===== config.mk =====
export PLATFORM = sky130hd
export DESIGN_NAME = bank_timing_monitor
export DESIGN_NICKNAME = d
export VERILOG_FILES = /design/src/rtl/bank_mon_pkg.sv /design/src/rtl/bank_mon_dpath.sv /design/src/rtl/bank_mon_ctrl.sv /design/src/rtl/bank_timing_monitor.sv
export SDC_FILE = /design/constraint.sdc
export NUM_CORES = 1
export LEC_CHECK = 0
export ABC_AREA = 1
export BUFFER_PORTS_ARGS = -buffer_cell sky130_fd_sc_hd__buf_2
export CAP_MARGIN = 10
export CORE_MARGIN = 1
export CORE_UTILIZATION = 35
export DETAILED_ROUTE_END_ITERATION = 8
export PLACE_DENSITY = 0.58
export REMOVE_ABC_BUFFERS = 1
export SLEW_MARGIN = 10
export SYNTH_ARGS = -nofsm -noshare
export SYNTH_HDL_FRONTEND = slang
export SYNTH_SLANG_ARGS = --single-unit
export TNS_END_PERCENT = 100

===== constraint.sdc =====
create_clock -name clk -period 1.8 [get_ports clk]
set_input_delay 0.36 -clock clk [delete_from_list [all_inputs] [get_ports clk]]
set_output_delay 0.36 -clock clk [all_outputs]
set_load 0.05 [all_outputs]

===== src/rtl/bank_mon_pkg.sv =====
package bank_mon_pkg;

  typedef struct packed {
    logic       act;
    logic       pre;
    logic       wr;
    logic       preAll;
    logic [1:0] bank;
  } cmdStrobe_t;

  localparam logic [2:0] ERR_NONE     = 3'd0;
  localparam logic [2:0] ERR_ACT_OPEN = 3'd1;
  localparam logic [2:0] ERR_COL_IDLE = 3'd2;
  localparam logic [2:0] ERR_RCD      = 3'd3;
  localparam logic [2:0] ERR_RRD      = 3'd4;
  localparam logic [2:0] ERR_RP       = 3'd5;
  localparam logic [2:0] ERR_RC       = 3'd6;
  localparam logic [2:0] ERR_WR       = 3'd7;

endpackage


===== src/rtl/bank_mon_dpath.sv =====
module bank_mon_dpath
  import bank_mon_pkg::*;
#(
  parameter int NUM_BANKS = 4,
  parameter int CNT_W     = 4
) (
  input  logic             clk,
  input  logic             rstN,
  input  cmdStrobe_t       cmd,
  output logic [NUM_BANKS-1:0] openVec,
  output logic [CNT_W-1:0] actCnt [NUM_BANKS],
  output logic [CNT_W-1:0] preCnt [NUM_BANKS],
  output logic [CNT_W-1:0] wrCnt  [NUM_BANKS],
  output logic [CNT_W-1:0] lastActCnt,
  output logic [1:0]       lastActBank
);

  localparam logic [CNT_W-1:0] CNT_MAX = '1;
  localparam logic [CNT_W-1:0] CNT_ONE = CNT_W'(1);

  for (genvar b = 0; b < NUM_BANKS; b++) begin : g_bank
    logic hit, actHit, preHit, wrHit;
    assign hit    = (cmd.bank == 2'(b));
    assign actHit = cmd.act && hit;
    assign preHit = cmd.pre && (cmd.preAll || hit);
    assign wrHit  = cmd.wr && hit;

    always_ff @(posedge clk) begin
      if (!rstN) begin
        openVec[b] <= 1'b0;
        actCnt[b]  <= CNT_MAX;
        preCnt[b]  <= CNT_MAX;
        wrCnt[b]   <= CNT_MAX;
      end else begin
        if (actHit)      openVec[b] <= 1'b1;
        else if (preHit) openVec[b] <= 1'b0;
        actCnt[b] <= actHit ? CNT_ONE : ((actCnt[b] == CNT_MAX) ? CNT_MAX : actCnt[b] + 1'b1);
        preCnt[b] <= preHit ? CNT_ONE : ((preCnt[b] == CNT_MAX) ? CNT_MAX : preCnt[b] + 1'b1);
        wrCnt[b]  <= wrHit  ? CNT_ONE : ((wrCnt[b]  == CNT_MAX) ? CNT_MAX : wrCnt[b]  + 1'b1);
      end
    end


    no_wrap_chk: assert property (@(posedge clk) disable iff (!rstN)
      (actCnt[b] == CNT_MAX && !actHit) |=> (actCnt[b] == CNT_MAX));
  end

  always_ff @(posedge clk) begin
    if (!rstN) begin
      lastActCnt  <= CNT_MAX;
      lastActBank <= 2'd0;
    end else if (cmd.act) begin
      lastActCnt  <= CNT_ONE;
      lastActBank <= cmd.bank;
    end else if (lastActCnt != CNT_MAX) begin
      lastActCnt  <= lastActCnt + 1'b1;
    end
  end


  pre_all_chk: assert property (@(posedge clk) disable iff (!rstN)
    (cmd.pre && cmd.preAll) |=> (openVec == '0));


  state_hold_chk: assert property (@(posedge clk) disable iff (!rstN)
    !(cmd.act || cmd.pre) |=> $stable(openVec));

endmodule


===== src/rtl/bank_mon_ctrl.sv =====
module bank_mon_ctrl
  import bank_mon_pkg::*;
#(
  parameter int NUM_BANKS = 4,
  parameter int CNT_W     = 4,
  parameter int T_RCD     = 3,
  parameter int T_RRD     = 2,
  parameter int T_RP      = 3,
  parameter int T_RC      = 10,
  parameter int T_WR      = 3
) (
  input  logic             clk,
  input  logic             rstN,
  input  logic             chipSelN,
  input  logic             rasN,
  input  logic             casN,
  input  logic             weN,
  input  logic [1:0]       bankSel,
  input  logic             apBit,
  input  logic [NUM_BANKS-1:0] openVec,
  input  logic [CNT_W-1:0] actCnt [NUM_BANKS],
  input  logic [CNT_W-1:0] preCnt [NUM_BANKS],
  input  logic [CNT_W-1:0] wrCnt  [NUM_BANKS],
  input  logic [CNT_W-1:0] lastActCnt,
  input  logic [1:0]       lastActBank,
  output cmdStrobe_t       cmd,
  output logic             errValid,
  output logic [2:0]       errCode
);

  localparam logic [CNT_W-1:0] RCD_L = CNT_W'(T_RCD);
  localparam logic [CNT_W-1:0] RRD_L = CNT_W'(T_RRD);
  localparam logic [CNT_W-1:0] RP_L  = CNT_W'(T_RP);
  localparam logic [CNT_W-1:0] RC_L  = CNT_W'(T_RC);
  localparam logic [CNT_W-1:0] WR_L  = CNT_W'(T_WR);

  logic isAct, isPre, isRd, isWr, wrTooSoon;
  logic [2:0] codeNext;

  assign isAct = !chipSelN && !rasN &&  casN &&  weN;
  assign isPre = !chipSelN && !rasN &&  casN && !weN;
  assign isRd  = !chipSelN &&  rasN && !casN &&  weN;
  assign isWr  = !chipSelN &&  rasN && !casN && !weN;

  assign cmd.act    = isAct;
  assign cmd.pre    = isPre;
  assign cmd.wr     = isWr;
  assign cmd.preAll = apBit;
  assign cmd.bank   = bankSel;

  always_comb begin
    wrTooSoon = 1'b0;
    for (int i = 0; i < NUM_BANKS; i++) begin
      if ((apBit || bankSel == 2'(i)) && wrCnt[i] < WR_L) wrTooSoon = 1'b1;
    end
  end

  always_comb begin
    codeNext = ERR_NONE;
    if (isAct) begin
      if (openVec[bankSel])                                  codeNext = ERR_ACT_OPEN;
      else if (lastActBank != bankSel && lastActCnt < RRD_L) codeNext = ERR_RRD;
      else if (preCnt[bankSel] < RP_L)                       codeNext = ERR_RP;
      else if (actCnt[bankSel] < RC_L)                       codeNext = ERR_RC;
    end else if (isRd || isWr) begin
      if (!openVec[bankSel])                                 codeNext = ERR_COL_IDLE;
      else if (actCnt[bankSel] < RCD_L)                      codeNext = ERR_RCD;
    end else if (isPre) begin
      if (wrTooSoon)                                         codeNext = ERR_WR;
    end
  end

  always_ff @(posedge clk) begin
    if (!rstN) begin
      errValid <= 1'b0;
      errCode  <= ERR_NONE;
    end else begin
      errValid <= (codeNext != ERR_NONE);
      errCode  <= codeNext;
    end
  end


  act_open_chk: assert property (@(posedge clk) disable iff (!rstN)
    (isAct && openVec[bankSel]) |=> (errValid && errCode == ERR_ACT_OPEN));


  col_idle_chk: assert property (@(posedge clk) disable iff (!rstN)
    ((isRd || isWr) && !openVec[bankSel]) |=> (errValid && errCode == ERR_COL_IDLE));


  quiet_bus_chk: assert property (@(posedge clk) disable iff (!rstN)
    !(isAct || isPre || isRd || isWr) |=> !errValid);

endmodule


===== src/rtl/bank_timing_monitor.sv =====
module bank_timing_monitor
  import bank_mon_pkg::*;
#(
  parameter int T_RCD = 3,
  parameter int T_RRD = 2,
  parameter int T_RP  = 3,
  parameter int T_RC  = 10,
  parameter int T_WR  = 3
) (
  input  logic       clk,
  input  logic       rstN,
  input  logic       chipSelN,
  input  logic       rasN,
  input  logic       casN,
  input  logic       weN,
  input  logic [1:0] bankSel,
  input  logic       apBit,
  output logic       errValid,
  output logic [2:0] errCode
);

  localparam int NUM_BANKS = 4;
  localparam int MAX_A = (T_RCD > T_RRD) ? T_RCD : T_RRD;
  localparam int MAX_B = (T_RP > T_RC) ? T_RP : T_RC;
  localparam int MAX_C = (MAX_A > MAX_B) ? MAX_A : MAX_B;
  localparam int MAX_T = (MAX_C > T_WR) ? MAX_C : T_WR;
  localparam int CNT_W = $clog2(MAX_T + 1);

  cmdStrobe_t cmd;
  logic [NUM_BANKS-1:0] openVec;
  logic [CNT_W-1:0] actCnt [NUM_BANKS];
  logic [CNT_W-1:0] preCnt [NUM_BANKS];
  logic [CNT_W-1:0] wrCnt  [NUM_BANKS];
  logic [CNT_W-1:0] lastActCnt;
  logic [1:0]       lastActBank;

  bank_mon_ctrl #(
    .NUM_BANKS(NUM_BANKS), .CNT_W(CNT_W), .T_RCD(T_RCD), .T_RRD(T_RRD),
    .T_RP(T_RP), .T_RC(T_RC), .T_WR(T_WR)
  ) u_ctrl (
    .clk(clk), .rstN(rstN), .chipSelN(chipSelN), .rasN(rasN), .casN(casN),
    .weN(weN), .bankSel(bankSel), .apBit(apBit), .openVec(openVec),
    .actCnt(actCnt), .preCnt(preCnt), .wrCnt(wrCnt), .lastActCnt(lastActCnt),
    .lastActBank(lastActBank), .cmd(cmd), .errValid(errValid), .errCode(errCode)
  );

  bank_mon_dpath #(.NUM_BANKS(NUM_BANKS), .CNT_W(CNT_W)) u_dpath (
    .clk(clk), .rstN(rstN), .cmd(cmd), .openVec(openVec), .actCnt(actCnt),
    .preCnt(preCnt), .wrCnt(wrCnt), .lastActCnt(lastActCnt),
    .lastActBank(lastActBank)
  );

endmodule


==> reports/metrics.yaml <==
p_per_area_nw_per_um2: 1584
drt_iter0_drc: 109
synthMuxAreaShare: 0
synth_compound_area_frac: 0.09911
cts_resized: 0
synthTopCellsByCount: "nand2_1 (120), dfxtp_1 (62), nor2_1 (59)"
fin_nets: 491
cp_top_family: "simple AND/OR/NAND/NOR gates"
syn_inst: 449
synth_fa_ha_area_frac: 0.05259
cp_common_cell: "nand3_1"
io_buffers: 12
ctsRootBufferMaster: "clkbuf_8"
place_congestion: 0.7840
wire_per_inst_um: 11.55
drc: 0
synth_top_area_cell: "dfxtp_1"
die_area_sq_um: 9217
ys_warn_count: 0
worstMarginPinSlew_ns: 0.4330
rsz0062_at_grt: "no"
synth_xor_area_frac: 0.03398
maxCapViolCount: 0
synth_simple_gate_area_frac: 0.3261
r2r_setup_slack_ns: 0.30
grt_pass1_vias: 2667
crit_buf_inv: 1
dp_hpwl_mm: 5.046
finalHoldViolations: 0
antenna_cells: 0
comb_power_share: 0.372
synth-seq-cells: 62
htree_levels: 3
path_cells: "ha_1 -> inv_1 -> nand3_1 -> a21oi_1 -> nor2_1 -> nand2_1 -> nand2_1 -> nand3_1 -> nand3_1 -> nand3_1"
pwr-share-clk: 0.210
grt_max_degree: 42
row_count: 33
setup_tns_ns: 0
hold_path.class: "flop to flop"
power_w: 0.005493
start_util: 0.3690
core_sq_um: 8382
netlist_top_cells_area: "dfxtp_1 (40%), nand2_1 (15%), nand3_1 (7.4%)"
clock_path_buffers: 2
synth.yosys.seq_area_share: 0.4013
drt_wl_total_mm: 6.685
path_class: "flop to flop"
clk_latency_ns: 0.34
clock-sinks: 62
synth_ff_type: "dfxtp_1"
grt-ovfl-total: 0
synthArstFlopShare: 0
postCtsSetupBuffers: 0
cts_tree: "yes"
slowest_stage: "dfxtp_1"
cp_max_fo: 3
syn_area_sq_um: 3093
fin_crit_ns: 1.501
hold_buffers: 0
die_w_um: 96.01
fp.dieH_um: 96.01
pwr-share-seq: 0.417
via_count: 2779
period_share: 0.8337
finalClockSkew_ns: 0.007472
drive_above_1_share: 0.08017
endpoint_kind: "flop"
swShare: 0.3814
finalMaxSlewViolations: 0
clk_transition_reported_paths_ns: 0.07
grt_pass1_wl_mm: 11.82
slew_headroom: 0.7083
firstDrtPassIters: 4
viasPerCell: 4.800
final_antenna_net_count: 0
synth_top_family_by_area: "simple AND/OR/NAND/NOR gates"
synth_most_common_cell: "nand2_1"
track_usage: 0.1684
arrival_ns: 1.78
switchingPower_w: 0.002095
p_int_w: 0.003398
numCtsBuffers: 9
synth.distinct_cells: 27
ir_drop_mv: 0.6564
synth_edf_count: 0
ioPinCount: 13
fmax_mhz: 666.3
finalSetupViolations: 0
status: "completed"
synth_top_area_frac: 0.4013
critical-path-max-stage-delay_ns: 0.33
area_growth_syn_to_layout_pct: 12.14
antenna_found_initial: 0
p_leak_nw: 1.786
syn_avg_cell_area_sq_um: 6.889
startpoint_type: "flop"
required_ns: 2.08
[flip-flops by register name, indices dropped and copies added, names as in the netlist]
signal and flops:
u_dpath.openVec 4, u_dpath.lastActBank 2, u_dpath.wrCnt 16, u_ctrl.errValid 1
u_dpath.lastActCnt 4, u_dpath.preCnt 16, u_dpath.actCnt 16, u_ctrl.errCode 3
[power by group through the flow]
| stage | registers, W | clock network [W] | logic (W) |
|---|---|---|---|
| 3_3_place_gp | 0.00231 | 0 | 0.00199 |
| 5_1_grt | 0.00238 | 0.00126 | 0.00242 |
| 4_1_cts | 0.00229 | 0.00120 | 0.00206 |
| 6_report | 0.00229 | 0.00116 | 0.00204 |
| 3_5_place_dp | 0.00232 | 0 | 0.00205 |
| 2_1_floorplan | 0.00221 | 0 | 0.00171 |
[cell usage in the layout (no fill, tap or decap), types with 9 or more instances in the layout]
master and instances:
clkbuf_8 9, a21oi_1 19, buf_2 12, nand2_1 120, o21ai_0 16, nor2_1 59
dfxtp_1 62, nand3_1 46, a31oi_1 9, inv_1 51, ha_1 13
[cell families (layout without fill, tap and decap cells)]
| family | Yosys count | in the layout |
|---|---|---|
| compound gates | 54 | 54 |
| xor+xnor | 12 | 12 |
| fa+ha+maj | 13 | 13 |
| buf+inv | 65 | 90 |
| flops | 62 | 62 |
| simple gates | 243 | 243 |
[worst reg2reg max path, delay by kind of cell (launching register included)]
kind            cells  cell delay, ns
compound gates      1            0.14
flops               1            0.33
buf+inv             1            0.08
simple gates        7            0.68
fa+ha+maj           1            0.22
[per-stage QoR]
step,instances,util,instance area (sq um),setup slack (ns),hold WS (ns)
4_1_cts,579,0.4138,3468,0.3199,0.4031
2_1_floorplan,439,-,3030,0.4776,0.3826
6_report,579,0.4138,3468,0.2993,0.4142
3_5_place_dp,563,0.3921,3287,0.02584,0.3975
5_1_grt,579,0.4138,3468,0.1892,0.4206
3_3_place_gp,563,0.3921,3287,0.04415,0.3967
[cell type report]
cell class	instances	area [sq um]
sequential	62	1241
multi-input combinational	322	1583
clock buffer	11	131.4
clock inverter	5	50.05
inverter	55	206.4
fill	891	4913
timing repair buffer	19	125.1
tap	105	131.4
[per-layer routing]
metal | routed length [um] | vias to the layer above | part of all wire | global-route usage
met4 | 109 | 0 | 0.016 | 0.07836
met1 | 3317 | 1236 | 0.50 | 0.2112
met2 | 2988 | 36 | 0.45 | 0.2671
met5 | 0 | - | 0 | 0
li1 | - | 1498 | - | -
met3 | 270 | 9 | 0.040 | 0.04581
[path summary, 6_finish.rpt]
| path | startpoint | cells after the start | endpoint |
|---|---|---|---|
| setup / recovery | u_dpath.wrCnt[0]$_SDFF_PP1_ | 10 | u_ctrl.errValid$_SDFF_PN0_ |
| hold reg to reg | u_dpath.wrCnt[8]$_SDFF_PP1_ | 1 | u_dpath.wrCnt[8]$_SDFF_PP1_ |
| setup reg to reg | u_dpath.wrCnt[0]$_SDFF_PP1_ | 10 | u_ctrl.errValid$_SDFF_PN0_ |
| hold / removal | u_dpath.wrCnt[8]$_SDFF_PP1_ | 1 | u_dpath.wrCnt[8]$_SDFF_PP1_ |
Note: power is estimated with default switching activity, not from simulation.
